<file path="src/rtl/card_act_pkg.sv">
package card_act_pkg;
  typedef enum logic [2:0] {ST_IDLE, ST_PWR, ST_ACT, ST_D_RST, ST_D_CLK, ST_D_IO} act_st_e;
  typedef enum logic [1:0] {PH_HOLD, PH_WATCH, PH_DONE} atr_ph_e;

  localparam logic [1:0] ADDR_CTRL = 2'd0;
  localparam logic [1:0] ADDR_STAT = 2'd1;

  // control bits [6:2]
  typedef struct packed {
    logic auto_rst;
    logic rst_sw;
    logic io_dis;
    logic clk_stop;
    logic io_set;
  } ctrl_t;

  typedef struct packed {
    logic removed;
    logic mute;
    logic atr_err;
    logic ready;
  } flags_t;
endpackage

</file>
<file path="src/rtl/card_act_regs.sv">
module card_act_regs
  import card_act_pkg::*;
(
  input  logic       clk_i,
  input  logic       rst_ni,
  input  logic       wr_en_i,
  input  logic       rd_en_i,
  input  logic [1:0] addr_i,
  input  logic [4:0] wfield_i,
  input  logic [1:0] vcode_i,
  input  flags_t     set_i,
  output ctrl_t      ctrl_o,
  output flags_t     flags_o,
  output logic [6:0] rdata_o
);
  ctrl_t  ctrl_q;
  flags_t flags_q;
  logic   rd_stat;

  assign rd_stat = rd_en_i && (addr_i == ADDR_STAT);

  always_ff @(posedge clk_i or negedge rst_ni) begin
    if (!rst_ni) begin
      ctrl_q  <= '0;
      flags_q <= '0;
      rdata_o <= '0;
    end else begin
      if (wr_en_i && addr_i == ADDR_CTRL) ctrl_q <= ctrl_t'(wfield_i);
      // a set in the same cycle as the read survives
      flags_q <= (rd_stat ? flags_t'('0) : flags_q) | set_i;
      if (rd_en_i) begin
        case (addr_i)
          ADDR_CTRL: rdata_o <= {ctrl_q, vcode_i};
          ADDR_STAT: rdata_o <= {3'b000, flags_q};
          default:   rdata_o <= '0;
        endcase
      end
    end
  end

  assign ctrl_o  = ctrl_q;
  assign flags_o = flags_q;
endmodule

</file>
<file path="src/rtl/card_act_fsm.sv">
module card_act_fsm
  import card_act_pkg::*;
(
  input  logic       clk_i,
  input  logic       rst_ni,
  input  logic       wr_ctrl_i,
  input  logic [1:0] wcode_i,
  input  logic       gate_i,
  input  logic       supply_ok_i,
  input  logic       flags_any_i,
  input  ctrl_t      ctrl_i,
  input  logic       rst_auto_i,
  output act_st_e    state_o,
  output logic [1:0] vcode_o,
  output logic       set_ready_o,
  output logic       set_removed_o,
  output logic       vcc_en_o,
  output logic       clk_en_o,
  output logic       rst_o,
  output logic       io_en_o,
  output logic       io_lvl_o
);
  act_st_e    st_q, st_d;
  logic [1:0] code_q;
  logic       accept, off_req;

  assign accept  = wr_ctrl_i && (wcode_i != 2'd0) && gate_i && !flags_any_i;
  assign off_req = wr_ctrl_i && (wcode_i == 2'd0);

  always_comb begin
    st_d          = st_q;
    set_ready_o   = 1'b0;
    set_removed_o = 1'b0;
    unique case (st_q)
      ST_IDLE: if (accept) st_d = ST_PWR;
      ST_PWR: begin
        if (!gate_i) begin
          st_d          = ST_IDLE;
          set_removed_o = 1'b1;
        end else if (off_req) begin
          st_d = ST_IDLE;
        end else if (supply_ok_i) begin
          st_d        = ST_ACT;
          set_ready_o = 1'b1;
        end
      end
      ST_ACT: begin
        if (!gate_i) begin
          st_d          = ST_D_RST;
          set_removed_o = 1'b1;
        end else if (off_req) begin
          st_d = ST_D_RST;
        end
      end
      ST_D_RST: st_d = ST_D_CLK;
      ST_D_CLK: st_d = ST_D_IO;
      ST_D_IO:  st_d = ST_IDLE;
      default:  st_d = ST_IDLE;
    endcase
  end

  always_ff @(posedge clk_i or negedge rst_ni) begin
    if (!rst_ni) begin
      st_q   <= ST_IDLE;
      code_q <= '0;
    end else begin
      st_q <= st_d;
      if (st_q == ST_IDLE && accept) code_q <= wcode_i;
      else if (st_d == ST_IDLE)      code_q <= '0;
    end
  end

  logic clk_phase, io_phase;
  assign clk_phase = (st_q == ST_ACT) || (st_q == ST_D_RST);
  assign io_phase  = clk_phase || (st_q == ST_D_CLK);

  assign state_o  = st_q;
  assign vcode_o  = code_q;
  assign vcc_en_o = (st_q != ST_IDLE);
  assign clk_en_o = clk_phase && !ctrl_i.clk_stop;
  assign io_en_o  = io_phase && !ctrl_i.io_dis;
  assign io_lvl_o = io_phase && ctrl_i.io_set;
  assign rst_o    = (st_q == ST_ACT) && (ctrl_i.auto_rst ? rst_auto_i : ctrl_i.rst_sw);
endmodule

</file>
<file path="src/rtl/card_act_atr.sv">
module card_act_atr
  import card_act_pkg::*;
#(
  parameter int unsigned RST_HOLD = 40000,
  parameter int unsigned ATR_MIN  = 400,
  parameter int unsigned ATR_MAX  = 40000,
  parameter int unsigned MUTE_CYC = 50000
) (
  input  logic clk_i,
  input  logic rst_ni,
  input  logic enable_i,
  input  logic run_i,
  input  logic io_i,
  output logic rst_auto_o,
  output logic set_err_o,
  output logic set_mute_o
);
  localparam int unsigned CNT_TOP = (RST_HOLD > MUTE_CYC) ? RST_HOLD : MUTE_CYC;
  localparam int unsigned CW      = $clog2(CNT_TOP + 1);

  atr_ph_e       ph_q;
  logic [CW-1:0] cnt_q;
  logic          io_q, fall;

  assign fall = io_q && !io_i;

  always_ff @(posedge clk_i or negedge rst_ni) begin
    if (!rst_ni) begin
      ph_q       <= PH_HOLD;
      cnt_q      <= '0;
      io_q       <= 1'b1;
      set_err_o  <= 1'b0;
      set_mute_o <= 1'b0;
    end else begin
      io_q       <= io_i;
      set_err_o  <= 1'b0;
      set_mute_o <= 1'b0;
      if (!enable_i) begin
        ph_q  <= PH_HOLD;
        cnt_q <= '0;
      end else if (run_i) begin
        unique case (ph_q)
          PH_HOLD: begin
            if (cnt_q == CW'(RST_HOLD - 1)) begin
              ph_q  <= PH_WATCH;
              cnt_q <= '0;
            end else begin
              cnt_q <= cnt_q + 1'b1;
            end
          end
          PH_WATCH: begin
            if (fall) begin
              set_err_o <= (cnt_q < CW'(ATR_MIN)) || (cnt_q > CW'(ATR_MAX));
              ph_q      <= PH_DONE;
            end else if (cnt_q == CW'(MUTE_CYC - 1)) begin
              set_mute_o <= 1'b1;
              ph_q       <= PH_DONE;
            end else begin
              cnt_q <= cnt_q + 1'b1;
            end
          end
          default: ;
        endcase
      end
    end
  end

  assign rst_auto_o = (ph_q != PH_HOLD);
endmodule

</file>
<file path="src/rtl/card_act_seq.sv">
module card_act_seq
  import card_act_pkg::*;
#(
  parameter bit          HAS_DETECT = 1'b1,
  parameter int unsigned RST_HOLD   = 40000,
  parameter int unsigned ATR_MIN    = 400,
  parameter int unsigned ATR_MAX    = 40000,
  parameter int unsigned MUTE_CYC   = 50000
) (
  input  logic       clk_i,
  input  logic       rst_ni,
  input  logic       card_present_i,
  input  logic       dcdc_ok_i,
  input  logic       supply_ok_i,
  input  logic       io_i,
  input  logic       wr_en_i,
  input  logic       rd_en_i,
  input  logic [1:0] addr_i,
  input  logic [6:0] wdata_i,
  output logic [6:0] rdata_o,
  output logic       irq_o,
  output logic       vcc_en_o,
  output logic [1:0] vcc_sel_o,
  output logic       clk_en_o,
  output logic       rst_o,
  output logic       io_en_o,
  output logic       io_lvl_o
);
  ctrl_t   ctrl;
  flags_t  flags, set;
  act_st_e state;
  logic    gate, rst_auto, set_ready, set_removed, set_err, set_mute;

  generate
    if (HAS_DETECT) begin : g_detect
      assign gate = card_present_i;
    end else begin : g_shared
      assign gate = dcdc_ok_i;
    end
  endgenerate

  assign set   = '{removed: set_removed, mute: set_mute, atr_err: set_err, ready: set_ready};
  assign irq_o = |flags;

  card_act_regs u_regs (
    .clk_i    (clk_i),
    .rst_ni   (rst_ni),
    .wr_en_i  (wr_en_i),
    .rd_en_i  (rd_en_i),
    .addr_i   (addr_i),
    .wfield_i (wdata_i[6:2]),
    .vcode_i  (vcc_sel_o),
    .set_i    (set),
    .ctrl_o   (ctrl),
    .flags_o  (flags),
    .rdata_o  (rdata_o)
  );

  card_act_fsm u_fsm (
    .clk_i         (clk_i),
    .rst_ni        (rst_ni),
    .wr_ctrl_i     (wr_en_i && addr_i == ADDR_CTRL),
    .wcode_i       (wdata_i[1:0]),
    .gate_i        (gate),
    .supply_ok_i   (supply_ok_i),
    .flags_any_i   (|flags),
    .ctrl_i        (ctrl),
    .rst_auto_i    (rst_auto),
    .state_o       (state),
    .vcode_o       (vcc_sel_o),
    .set_ready_o   (set_ready),
    .set_removed_o (set_removed),
    .vcc_en_o      (vcc_en_o),
    .clk_en_o      (clk_en_o),
    .rst_o         (rst_o),
    .io_en_o       (io_en_o),
    .io_lvl_o      (io_lvl_o)
  );

  card_act_atr #(
    .RST_HOLD (RST_HOLD),
    .ATR_MIN  (ATR_MIN),
    .ATR_MAX  (ATR_MAX),
    .MUTE_CYC (MUTE_CYC)
  ) u_atr (
    .clk_i      (clk_i),
    .rst_ni     (rst_ni),
    .enable_i   ((state == ST_ACT) && ctrl.auto_rst),
    .run_i      (!ctrl.clk_stop),
    .io_i       (io_i),
    .rst_auto_o (rst_auto),
    .set_err_o  (set_err),
    .set_mute_o (set_mute)
  );
endmodule

</file>
<file path="config.mk">
export PLATFORM = sky130hd
export DESIGN_NAME = card_act_seq
export DESIGN_NICKNAME = d
export VERILOG_FILES = /design/src/rtl/card_act_pkg.sv /design/src/rtl/card_act_regs.sv /design/src/rtl/card_act_fsm.sv /design/src/rtl/card_act_atr.sv /design/src/rtl/card_act_seq.sv
export SDC_FILE = /design/constraint.sdc
export NUM_CORES = 1
export LEC_CHECK = 0
export ABC_CLOCK_PERIOD_IN_PS = 5300
export BUFFER_PORTS_ARGS = -buffer_cell sky130_fd_sc_hd__buf_2
export CORE_MARGIN = 8
export CORE_UTILIZATION = 61
export DETAILED_ROUTE_END_ITERATION = 6
export GPL_TIMING_DRIVEN = 0
export MAX_ROUTING_LAYER = met4
export PLACE_DENSITY = 0.93
export REMOVE_ABC_BUFFERS = 1
export SYNTH_ARGS = -nofsm -noshare
export SYNTH_HDL_FRONTEND = slang
export SYNTH_HIERARCHICAL = 1
export SYNTH_SLANG_ARGS = --single-unit
</file>
<file path="constraint.sdc">
create_clock -name clk_i -period 5.3 [get_ports clk_i]
set_input_delay 1.06 -clock clk_i [delete_from_list [all_inputs] [get_ports clk_i]]
set_output_delay 1.06 -clock clk_i [all_outputs]
set_load 0.01 [all_outputs]
</file>
* Word-level counts from Yosys, hierarchy flattened
Cells that the tools add are included.
Word-level totals: bits in latches 0, bits in read-only memories 0, memories 0, output and inout bits 15, flip-flop bits (word level) 42, input bits 17, bits in writable memories 0
Operators by class: order comparisons 2, multiply operators 0, bitwise logic cells 1, shifts and indexed selects 0, $add $sub $neg 1, divide/modulo/power cells 0, mux-type cells 39, equality and inequality tests 14, reductions and logical operators 33
Operators by type and width (number):
- $mux 16 | 5
- $eq 16x16->1 const B | 2
- $pmux 16 s2 | 1
- $mux 3 | 6
- $add 16x1->16 const B | 1
- $gt 16x16->1 const B | 1
- $lt 16x9->1 const B | 1
- $mux 1 | 16
- $pmux 3 s5 | 1
- $mux 2 | 7
- $pmux 7 s2 | 1
- $logic_and 1x1->1 | 13
- $ne 3x3->1 const B | 4
- $reduce_and 4->1 | 2
- $eq 3x2->1 const B | 2
- $logic_not 2->1 | 3
- $logic_not 3->1 | 2
- $reduce_bool 2->1 | 3
- $eq 2x1->1 const B | 2
- $logic_not 1->1 | 4
- $mux 4 | 1
- $ne 4x4->1 const B | 1
- $or 4x4->4 | 1
- $pmux 2 s2 | 1
- 7 further kinds | 9

* Logic depth before layout (Yosys ltp)
word-level depth 10, gate-level depth with buffers 7, mapped depth without buffers 7

* Modules after synthesis
Netlist, hierarchy kept.
Modules (own cells, without submodules):
- card_act_atr | times used 1, area each 1204.9 um^2, cells an instance 134, seq. area each 526.8 um^2
- card_act_regs | times used 1, area each 661.9 um^2, cells an instance 52, seq. area each 400.4 um^2
- card_act_fsm | times used 1, area each 327.8 um^2, cells an instance 32, seq. area each 125.1 um^2
- card_act_seq | times used 1, area each 28.8 um^2, cells an instance 4, seq. area each 0.0 um^2

* Worst setup path after synthesis
No wires, ideal clock.
path type in2reg, start input addr_i[1], end register u_fsm.code_q[0] (netlist: u_fsm/vcode_o[0]), slack 3.023 ns, arrival time 2.155 ns, required time 5.179 ns, stages 5, cell sequence nor3b_1 > or3b_2 > nand3_1 > o21ai_0 > a22o_2
On the way: word-level cells in the longest chain between the ends 9
RTL lines:
- start, declared | line card_act_seq.sv:18 | input logic [1:0] addr_i,
- $logic_not 2->1 (*) | line card_act_seq.sv:62 | .wr_ctrl_i (wr_en_i && addr_i == ADDR_CTRL),
- $logic_and 1x1->1 (*) | line card_act_seq.sv:62
- $logic_and 1x1->1 (3 in a row) | line card_act_fsm.sv:27 | assign accept = wr_ctrl_i && (wcode_i != 2'd0) && gate_i && !flags_any_i;
- $mux 3 | line card_act_fsm.sv:35 | ST_IDLE: if (accept) st_d = ST_PWR;
- $pmux 3 s5 | line card_act_fsm.sv:34 | unique case (st_q)
- $logic_not 3->1 | line card_act_fsm.sv:69 | else if (st_d == ST_IDLE) code_q <= '0;
- $reduce_bool 2->1 (no source line)
- end signal, assigned | line card_act_fsm.sv:68 | if (st_q == ST_IDLE && accept) code_q <= wcode_i;
- end, declared | line card_act_fsm.sv:24 | logic [1:0] code_q;
Every way passes the cells marked *; elsewhere a longest branch is shown, timed or not. A chain may end at the register's enable or synchronous reset.

* Worst setup path after layout
start register u_fsm.st_q[2] (netlist: u_fsm/state_o[2]), end output io_en_o
On the way: word-level cells in the longest chain between the ends 4
RTL lines:
- start, declared | line card_act_fsm.sv:23 | act_st_e st_q, st_d;
- start signal, assigned | line card_act_fsm.sv:67 | st_q <= st_d;
- $eq 3x2->1 | line card_act_fsm.sv:74 | assign clk_phase = (st_q == ST_ACT) || (st_q == ST_D_RST);
- $logic_or 1x1->1 | line card_act_fsm.sv:74
- $logic_or 1x1->1 (*) | line card_act_fsm.sv:75 | assign io_phase = clk_phase || (st_q == ST_D_CLK);
- $logic_and 1x1->1 (*) | line card_act_fsm.sv:81 | assign io_en_o = io_phase && !ctrl_i.io_dis;
- end, declared | line card_act_seq.sv:26 | output logic io_en_o,
Marked as above.

==> flow_metrics.py <==
metrics = {
    "final_layout": {
        "layout-area-overhead-vs-synth_pct": 10.5,
        "multi_input_area_mm2": 0.00107,
        "drive_above_1_share_pct": 23.7,
        "ff_latch_area_mm2": 0.00105,
        "fill_cells": 282,
        "final_common_cell": "dfrtp_1",
        "final_cell_mix": "41 x dfrtp_1, 30 x buf_2, 15 x nand2_1",
        "fin_nets": 271,
        "design_area_mm2": 0.00246,
        "antennaDiodeCount": 0,
        "finalCoreUtilization_pct": 68.7,
    },
    "clocking": {
        "clkTransAtPathRegs_ps": 120,
        "clockBufferDepth": 2,
        "cts_max_level": 2,
        "post_cts_buffers": 0,
        "cts_resized": 0,
        "holdBufCountCts": 0,
        "tritoncts": "done",
        "cts_root_buf": "clkbuf_4",
        "clk_latency_ps": 360,
        "clkSinkCount": 42,
        "cts_buffers": 5,
    },
    "hold_path": {
        "min-delay-start": "u_atr/set_mute_o",
        "hold_path.class": "reg -> reg",
        "min_to": "u_regs/flags_o[2]",
        "hold_path_depth": 1,
    },
    "routing": {
        "avgRoutedWirePerCell_um": 15.7,
        "drt_pass1_iterations": 4,
        "postRouteWirelength_mm": 4.72,
        "via_count": 1813,
        "final_antenna_net_count": 0,
        "viasPerCell": 6.02,
        "drc": 0,
        "first_iter_violations": 141,
    },
    "run_status": {
        "status": "completed",
    },
    "global_routing": {
        "grt_pass1_wl_mm": 8.50,
        "grt_max_degree": 43,
        "gr-total-overflow": 0,
        "track_usage_pct": 17.8,
        "grt_antenna_before_repair": 0,
        "grt_pass1_vias": 1877,
    },
    "placement": {
        "place_congestion": 0.826,
        "dp_hpwl_mm": 3.42,
        "place_area_mm2": 0.00238,
        "io_buffers": 30,
    },
    "die": {
        "start_util_pct": 62.1,
        "coreArea_mm2": 0.00358,
        "num_rows": 22,
        "ios": 32,
        "fp.dieH_um": 76.4,
        "dieArea_mm2": 0.00583,
        "die_w_um": 76.4,
    },
    "synth": {
        "synth_edf_count": 0,
        "yosysTopAreaCellShare_pct": 46.1,
        "async_flop_share_pct": 100,
        "ys.flop_type": "dfrtp_1",
        "yosys_warnings": 6,
        "yosysUniqueCellTypes": 55,
        "synth_seq_cells": 42,
        "synth_top_cell_by_area": "dfrtp_1",
        "syn_avg_cell_area_um2": 10.0,
        "yosysSeqAreaShare_pct": 47.3,
        "syn_inst": 222,
        "synth_area_mm2": 0.00222,
        "synthTopCellsByArea": "dfrtp_1 46%, mux2_2 2.5%, nand2_1 2.5%",
    },
    "critical_path": {
        "arrival_ps": 1640,
        "start_kind": "register",
        "regToRegSetupSlack_ps": 2610,
        "r2r_cells": 5,
        "crit_required_ps": 4240,
        "timing.rr.end": "u_atr/cnt_q[0]",
        "path_class": "reg -> out",
        "endpoint_kind": "output pin",
        "cp_max_fo": 9,
        "rr_startpoint": "u_atr/cnt_q[10]",
    },
    "timing": {
        "slew_violations": 0,
        "tightest_slew_ps": 972,
        "fin_crit_sh_pct": 51.0,
        "fin_skew_ps": 9.10,
        "fin_crit_ps": 2700,
        "fmax_mhz": 370,
        "finalHoldViolCount": 0,
        "maxSlewHeadroom_pct": 35.0,
        "setup-violations-final": 0,
        "tns_ps": 0,
        "whs_ps": 451,
        "rsz0062_at_grt": "false",
    },
    "power": {
        "ir_drop_mv": 0.204,
        "finalPower_w": 0.000790,
        "p_leak_nw": 1.10,
        "cellPowerDensity_mw_per_mm2": 322,
    },
    "run": {
        "drv_cap": 0,
    },
}
[worst max-delay path by stage]
stage	cells past startpoint	from	end	slack (ps)
6_report	4	u_fsm/state_o[2]	io_en_o	2600
3_5_place_dp	5	u_atr/cnt_q[10]	u_atr/cnt_q[0]	2670
2_1_floorplan	5	u_atr/cnt_q[10]	u_atr/cnt_q[0]	2970
5_1_grt	5	u_atr/cnt_q[10]	u_atr/cnt_q[4]	2410
4_1_cts	4	u_fsm/state_o[2]	io_en_o	2590
3_3_place_gp	6	addr_i[0]	u_fsm/vcode_o[0]	2690
[worst max-delay path, stage by stage (launching register included)]
cell and delay, ps:
dfrtp_1 510, nor3b_1 360, nor2_1 160, nor2_1 120, buf_2 140
[state kept, by name, summed over array words and instances (netlist names)]
| name | flops |
|---|---|
| u_atr/cnt_q | 16 |
| u_atr/io_q | 1 |
| u_atr/ph_q | 2 |
| u_atr/set_err_o | 1 |
| u_atr/set_mute_o | 1 |
| u_fsm/state_o | 3 |
| u_fsm/vcode_o | 2 |
| u_regs/ctrl_o | 5 |
| u_regs/flags_o | 4 |
| u_regs/rdata_o | 7 |
[metal layers]
metal	vias to the layer above	share of wire [%]	global-route usage, %
met4	0	1.9	6.35
li1	872	-	-
met2	58	49	29.3
met3	9	7.3	5.66
met5	-	0	-
met1	874	42	19.9
[final cells by class]
| cell class | instances | share of cell area (%) |
|---|---|---|
| multi-input combinational | 161 | 43.6 |
| timing repair buffer | 30 | 6.11 |
| clock inverter | 3 | 1.63 |
| sequential | 42 | 42.8 |
| clock buffer | 5 | 1.53 |
| inverter | 12 | 1.83 |
| tap | 48 | 2.44 |
[cells in the mapped netlist, drive strengths merged (3+ instances only)]
cell type  count
a21o           5
a21oi         11
a31oi          3
buf            5
dfrtp         41
inv           12
mux2           5
mux2i          5
nand2         15
nand2b         6
nand3          8
nand4          5
nor2          11
nor2b          3
nor3           6
nor3b          5
nor4           3
o21ai         15
o22ai          7
or2            4
or3           10
or4            5
xor2           4
[power breakdown]
group          total, W  internal, W  switching, W
sequential     0.000387     0.000351     0.0000361
combinational  0.000200    0.0000852      0.000115
clock          0.000203    0.0000977      0.000105
total          0.000790     0.000534      0.000256
[through the flow]
step,std cells,worst slack (ps)
floorplan,215,2970
global placement,293,2690
detailed placement,293,2670
CTS,301,2590
global route,301,2410
finish,301,2600
[cells by family after synthesis]
group / Yosys count / synth area share, %
xor gates and xnor gates: 5 / 1.97
and+or+nand+nor: 92 / 25.2
muxes: 10 / 4.78
DFF: 42 / 47.3
adders and majority gates: 2 / 1.13
buffers and inverters: 19 / 4.45
AOI/OAI and AO/OA: 52 / 15.2
No activity file was read; power rests on OpenSTA's default activity.
